$ cat src/rtl/wcap_pkg.sv
package wcap_pkg;
    typedef enum logic [1:0] {
        S_IDLE  = 2'd0,
        S_ALIGN = 2'd1,
        S_BURST = 2'd2
    } wcap_state_e;

    // words per burst minus one, from the burst length code
    function automatic logic [2:0] words_mask(input logic [1:0] bl);
        case (bl)
            2'b00:   return 3'd0;
            2'b01:   return 3'd1;
            default: return 3'd3;
        endcase
    endfunction
endpackage

$ cat src/rtl/wcap_edge.sv
module wcap_edge (
    input  logic clk,
    input  logic rst_n,
    input  logic dqs,
    output logic edge_o
);
    logic dqs_q;

    always_ff @(posedge clk) begin
        if (!rst_n) dqs_q <= 1'b0;
        else        dqs_q <= dqs;
    end

    assign edge_o = dqs ^ dqs_q;
endmodule

$ cat src/rtl/wcap_pair.sv
module wcap_pair #(
    parameter int DQ_W = 16,
    localparam int DM_W = DQ_W / 8
) (
    input  logic                clk,
    input  logic                rst_n,
    input  logic                clr,
    input  logic                beat,
    input  logic [DQ_W-1:0]     dq,
    input  logic [DM_W-1:0]     dm,
    output logic                half,
    output logic                commit,
    output logic [2*DQ_W-1:0]   word,
    output logic [2*DM_W-1:0]   wmask
);
    logic [DQ_W-1:0] low_q;
    logic [DM_W-1:0] lowm_q;

    always_ff @(posedge clk) begin
        if (!rst_n || clr) begin
            half   <= 1'b0;
            low_q  <= '0;
            lowm_q <= '0;
        end else if (beat) begin
            half <= ~half;
            if (!half) begin
                low_q  <= dq;
                lowm_q <= dm;
            end
        end
    end

    assign commit = beat & half;
    assign word   = {dq, low_q};
    assign wmask  = {dm, lowm_q};
endmodule

$ cat src/rtl/wcap_addr.sv
module wcap_addr #(
    parameter int COL_W = 4
) (
    input  logic [COL_W-1:0] base,
    input  logic [COL_W-1:0] idx,
    input  logic [COL_W-1:0] nmask,
    output logic [COL_W-1:0] addr
);
    logic [COL_W-1:0] sum;
    assign sum  = base + idx;
    assign addr = (base & ~nmask) | (sum & nmask);
endmodule

$ cat src/rtl/wcap_top.sv
module wcap_top #(
    parameter int DQ_W    = 16,
    parameter int COL_W   = 4,
    parameter int LAT_CYC = 2,
    localparam int DM_W   = DQ_W / 8,
    localparam int WORD_W = 2 * DQ_W,
    localparam int LANES  = 2 * DM_W,
    localparam int DEPTH  = 1 << COL_W,
    localparam int CNT_W  = $clog2(LAT_CYC + 1)
) (
    input  logic              clk,
    input  logic              rst_n,
    input  logic              wr_cmd,
    input  logic [COL_W-1:0]  wr_col,
    input  logic [1:0]        wr_bl,
    input  logic              dqs,
    input  logic [DQ_W-1:0]   dq,
    input  logic [DM_W-1:0]   dm,
    input  logic [COL_W-1:0]  rd_col,
    output logic [WORD_W-1:0] rd_data
);
    import wcap_pkg::*;

    wcap_state_e      st, st_nx;
    logic [CNT_W-1:0] cnt;
    logic [COL_W-1:0] base_q, nmask_q, widx, waddr;
    logic             sedge, beat, half, commit, last, start;
    logic [WORD_W-1:0] word;
    logic [LANES-1:0]  wmask;
    logic [WORD_W-1:0] mem [DEPTH];

    wcap_edge u_edge (.clk(clk), .rst_n(rst_n), .dqs(dqs), .edge_o(sedge));

    wcap_pair #(.DQ_W(DQ_W)) u_pair (
        .clk(clk), .rst_n(rst_n), .clr(start), .beat(beat), .dq(dq), .dm(dm),
        .half(half), .commit(commit), .word(word), .wmask(wmask)
    );

    wcap_addr #(.COL_W(COL_W)) u_addr (
        .base(base_q), .idx(widx), .nmask(nmask_q), .addr(waddr)
    );

    // state register
    always_ff @(posedge clk) begin
        if (!rst_n) st <= S_IDLE;
        else        st <= st_nx;
    end

    // next state and control outputs
    always_comb begin
        st_nx = st;
        start = 1'b0;
        beat  = 1'b0;
        last  = (widx == nmask_q);
        unique case (st)
            S_IDLE: begin
                start = wr_cmd;
                if (wr_cmd) st_nx = (LAT_CYC <= 1) ? S_BURST : S_ALIGN;
            end
            S_ALIGN: begin
                if (cnt == CNT_W'(LAT_CYC - 2)) st_nx = S_BURST;
            end
            S_BURST: begin
                beat = sedge;
                if (commit && last) st_nx = S_IDLE;
            end
            default: st_nx = S_IDLE;
        endcase
    end

    // burst bookkeeping
    always_ff @(posedge clk) begin
        if (!rst_n) begin
            cnt     <= '0;
            base_q  <= '0;
            nmask_q <= '0;
            widx    <= '0;
        end else if (start) begin
            cnt     <= '0;
            base_q  <= wr_col;
            nmask_q <= COL_W'(words_mask(wr_bl));
            widx    <= '0;
        end else begin
            if (st == S_ALIGN) cnt <= cnt + 1'b1;
            if (commit)        widx <= widx + 1'b1;
        end
    end

    // storage array with per-lane write enables
    always_ff @(posedge clk) begin
        if (!rst_n) begin
            for (int a = 0; a < DEPTH; a++) mem[a] <= '0;
        end else if (commit) begin
            for (int l = 0; l < LANES; l++)
                if (!wmask[l]) mem[waddr][l*8 +: 8] <= word[l*8 +: 8];
        end
    end

    assign rd_data = mem[rd_col];
endmodule

$ cat config.mk
export PLATFORM = sky130hd
export DESIGN_NAME = wcap_top
export DESIGN_NICKNAME = d
export VERILOG_FILES = /design/src/rtl/wcap_pkg.sv /design/src/rtl/wcap_edge.sv /design/src/rtl/wcap_pair.sv /design/src/rtl/wcap_addr.sv /design/src/rtl/wcap_top.sv
export SDC_FILE = /design/constraint.sdc
export NUM_CORES = 1
export LEC_CHECK = 0
export CAP_MARGIN = 5
export CORE_ASPECT_RATIO = 2
export CORE_MARGIN = 1
export CORE_UTILIZATION = 45
export CTS_CLUSTER_DIAMETER = 60
export CTS_CLUSTER_SIZE = 14
export DETAILED_ROUTE_END_ITERATION = 8
export PLACE_DENSITY = 0.6
export SYNTH_ARGS = -nofsm -noshare
export SYNTH_HDL_FRONTEND = slang
export SYNTH_HIERARCHICAL = 1
export SYNTH_SLANG_ARGS = --single-unit
export TNS_END_PERCENT = 1
$ cat constraint.sdc
create_clock -name clk -period 8.1 [get_ports clk]
set_input_delay 2.43 -clock clk [delete_from_list [all_inputs] [get_ports clk]]
set_output_delay 2.43 -clock clk [all_outputs]
set_load 0.005 [all_outputs]
# == Word-level counts from Yosys, hierarchy flattened ==
# Memory sizes are Yosys's and may differ from the RTL's.
# Cells that the tools add are included.
# Widths: inputs -> output; s select.
# classes
eq_ne,7
n_mux,27
bitwise,8
mul,0
n_reduce_logical,10
addsub,3
shift,0
n_div,0
n_lt_le_gt_ge,0
# ops
op,n
$mux 32,1
$reduce_or 32->1,1
$mux 1,19
$mux 4,2
$logic_not 2->1,3
$mux 2,3
$ne 2x2->1 const B,3
$pmux 2 s3,1
$add 4x1->4 const B,1
$add 4x4->4,1
$and 4x3->4,1
$and 4x4->4,1
$eq 2x1->1 const B,2
$eq 4x3->1,1
$not 3->4,1
$or 4x4->4,1
$pmux 2 s2,1
$reduce_and 3->1,1
$add 2x1->2 const B,1
$eq 2x2->1 const B,1
$not 1->1,2
$reduce_and 2->1,1
$reduce_or 2->1,1
$and 1x1->1,1
other kinds (4),4
# totals
ff_bits,35
elab_cells,65
mem_count,1
latchBits,0
mem_bits_rw,512
out_inout_bits,32
mem_bits_ro,0
# mem_list
memory,words,word_bits,read_ports,rd_clocked_by_memory_dff,write_ports,line_no,text
mem,16,32,1,0,16,wcap_top.sv:30,logic [WORD_W-1:0] mem [DEPTH];

# == Logic depth before layout (Yosys ltp) ==
# depth
word_depth,8
mapped_depth,11
mapped_depth_nobuf,8

# == Cells and area by module ==
# The synthesis kept the hierarchy.
# by_module_without_submodules
module,cells_per_inst,seq_area_each_um2,area_per_inst_um2,n_inst
wcap_top,1590,15655.0,22791.9,1
wcap_pair,103,380.4,889.6,1
wcap_addr,26,0.0,210.2,1
wcap_edge,3,20.0,36.3,1

# == Worst setup path before layout ==
# Ideal clock, no wire load.
# synth_path
path_kind,in2out
from,in rd_col[0]
to,out rd_data[10]
path_slack_ns,2.044
stages,5
t_arrival_ns,3.626
cell_sequence,buf_2 > buf_2 > mux4_2 > a22oi_1 > nand2_1
# synth_between
elab_chain_cells,1
# synth_rtl
item,line_no,text
"start, declared",wcap_top.sv:19,"input logic [COL_W-1:0] rd_col,"
$mem_v2 16x32,n/a,
"end, declared",wcap_top.sv:20,output logic [WORD_W-1:0] rd_data
# No other way between the ends.

# == Final worst setup path ==
# layout_path
from,in rd_col[0]
to,out rd_data[24]
# Same word-level chain as after synthesis.

==> metrics.cfg <==
[critical_path]
path_class=in2out
rr_worst_depth=9
cp.arrival_ns=4.94
crit_path_end_kind=primary output
cp_num_buf_inv=3
cp_cell_sequence=clkbuf_8, buf_12, mux4_2, a22oi_1, nand2_1, clkdlybuf4s50_1
required_ns=5.67
slowest_delay_ns=0.62
critPathMaxFanout=44
path_delay_family=buffers and inverters
cpMaxStageDelayCell=mux4_2
worst_setup_path_start_kind=input pin
path_depth=6

[floorplanning]
dieArea_sq_um=54160
die_w_um=165.1
fp.coreArea_sq_um=52560
start_util_pct=45.53
die_h_um=328.1
rows=119
ios=64

[clock_tree]
cts_resized=0
tritoncts=built
clkLatencyLatePin_ns=0.57
htreeDepth=2
cts_buffer_depth=3
cts_num_sinks=546
cts_buffers=44
cts_setup_buffers=0
clockRootBuffer=clkbuf_16
cts_hold_buf=0
clk_pin_slew_worst_paths_ns=0.06

[logic_synthesis]
synth.largest_area_cell=edfxtp_1
synth.avg_cell_area_sq_um=13.90
seq_area_frac_synth_pct=67.10
synthCells=1722
synthTopCellsByCount=512 x edfxtp_1, 492 x nor2_1, 128 x mux4_2, 101 x nand2_1, 86 x clkbuf_1
synthArstFlopShare_pct=0
synth.distinct_cells=44
synth-seq-cells=546
ys_warn_count=6
synth_top_flop_cell=edfxtp_1
yosysMostFrequentCell=edfxtp_1
synth_edf_count=512
yosysTopAreaCellShare_pct=64.25
synth.area.top_cells=edfxtp_1 64%, mux4_2 12%, nor2_1 7.7%, dfxtp_1 2.8%, a22oi_1 2.0%
syn-cell-area_sq_um=23930

[finish]
fin_nets=1791
area_delta_synth_final_pct=10.91
fillers=4521
fin_cells=2436
drive_above_1_share_pct=16.71
final_core_util_pct=50.49
design_area_sq_um=26540
antenna_cells=0

[drt]
drc=0
wl_per_cell_um=26.39
viasPerCell=5.784
final_antenna_net_count=0
firstDrtPassIters=5
routed_wl_um=64300
num_vias=14089
drtIter0Drc=1010

[job]
drv_cap=0

[sta]
setup_viol=0
setup_tns_ns=0
fin_crit_ns=7.374
worst_pin_slew_ns=1.161
skew_ns=0.02070
hold_viol=0
rsz0062_at_grt=false
slew_headroom_pct=21.80
drv_slew=0
min_period_over_period_pct=91.04
fmax_mhz=135.6

[power_and_ir_drop]
powerDensity_nw_per_um2=213.2
ir_drop_uv=192.9
power.leakage_nw=8.706
total_power_mw=5.657

[worst_hold_path]
hp-class=reg2reg
holdPathStages=2

[grt]
grt_pass1_wl_um=95250
busiest_layer=met2
grt_pass1_vias=15151
grt_max_degree=53
overflow=0
grtUsageMet1_pct=24.97
grt.total_usage_pct=24.61
antenna_found_initial=0
use_met3_pct=2.323
use_met2_pct=47.64

[placement]
port_buffers=63
place_area_sq_um=25310
dpl.hpwl_um=43850
gp_congestion=0.8491
dp.cells=2372

[status]
status=finished, final reports clean

cell usage in the layout (no fill, tap or decap), types with 7 or more instances in the layout:
cell / instances
clkdlybuf4s50_1: 60
buf_4: 85
edfxtp_1: 512
mux4_2: 128
nand3b_1: 7
mux2i_1: 9
a21oi_2: 11
nand2_2: 9
clkbuf_1: 17
a22oi_1: 64
a21oi_1: 11
and2_1: 35
inv_1: 8
clkbuf_16: 46
dfxtp_1: 34
nor2b_1: 12
o21ai_1: 13
nor2_1: 491
o21ai_0: 51
nand2_1: 101
power by group:
group / internal (mW) / switching [mW] / total [mW] / leakage, nW
sequential: 3.16 / 0.0298 / 3.19 / 5.56
clock: 1.03 / 0.965 / 2.00 / 0.594
combinational: 0.187 / 0.278 / 0.464 / 2.55
total: 4.38 / 1.27 / 5.66 / 8.71
sequential cells by signal (all words and copies together), names as in the netlist:
| name | flops |
|---|---|
| mem | 512 |
| u_pair/low_q | 16 |
| base_q | 4 |
| widx | 4 |
| cnt | 2 |
| nmask_q | 2 |
| st | 2 |
| u_pair/lowm_q | 2 |
| u_edge/dqs_q | 1 |
| u_pair/half | 1 |
kinds of logic after synthesis:
family,Yosys count,synth area share (%)
xor gates and xnor gates,8,0.2928
muxes,139,12.52
other,1,0.01567
DFF,546,67.10
buffers and inverters,180,3.618
and+or+nand+nor,686,11.91
AOI/OAI and AO/OA,156,4.204
adders and majority gates,6,0.3451
worst reg2reg max path, cell delays in order (launching register included):
cell,delay (ns)
dfxtp_1,0.45
ha_1,0.24
inv_1,0.06
fa_1,0.43
a21oi_1,0.45
nor2b_1,0.31
nand3_1,0.15
buf_4,0.27
buf_4,0.31
o21ai_1,0.90
final timing paths:
path                                               startpoint                             to  slack [ns]
worst max-delay path                                rd_col[0]                    rd_data[24]        0.73
worst min-delay path            u_pair/lowm_q[0]$_SDFFE_PP0P_  u_pair/lowm_q[0]$_SDFFE_PP0P_        0.46
worst max register to register           widx[0]$_SDFFE_PP0P_      mem[14][19]$_SDFFCE_PN0P_        4.15
worst min register to register  u_pair/lowm_q[0]$_SDFFE_PP0P_  u_pair/lowm_q[0]$_SDFFE_PP0P_        0.46
stage by stage:
step / worst slack, ns / hold WS [ns]
global placement: 0.6840 / 0.4521
CTS: 0.6966 / 0.4628
floorplan: 2.044 / 0.4366
global route: 0.5790 / 0.4938
finish: 0.7262 / 0.4621
detailed placement: 0.7110 / 0.4542
per-layer routing:
metal | up-vias | part of all wire (%) | routed length, um
met1 | 7172 | 32 | 20520
met2 | 496 | 58 | 37280
met5 | - | 0 | 0
li1 | 6267 | - | -
met4 | 0 | 5.9 | 3767
met3 | 154 | 4.3 | 2735
final cells by class:
type	instances	area (sq um)	share of cell area, %
Inverter	8	30.03	0.1131
Tap cell	665	832.0	3.135
Timing Repair Buffer	152	1358	5.115
Clock inverter	1	16.27	0.06129
Sequential cell	546	16060	60.50
Multi-Input combinational cell	1001	7033	26.50
Clock buffer	63	1215	4.578
No activity file was read; power rests on OpenSTA's default activity.
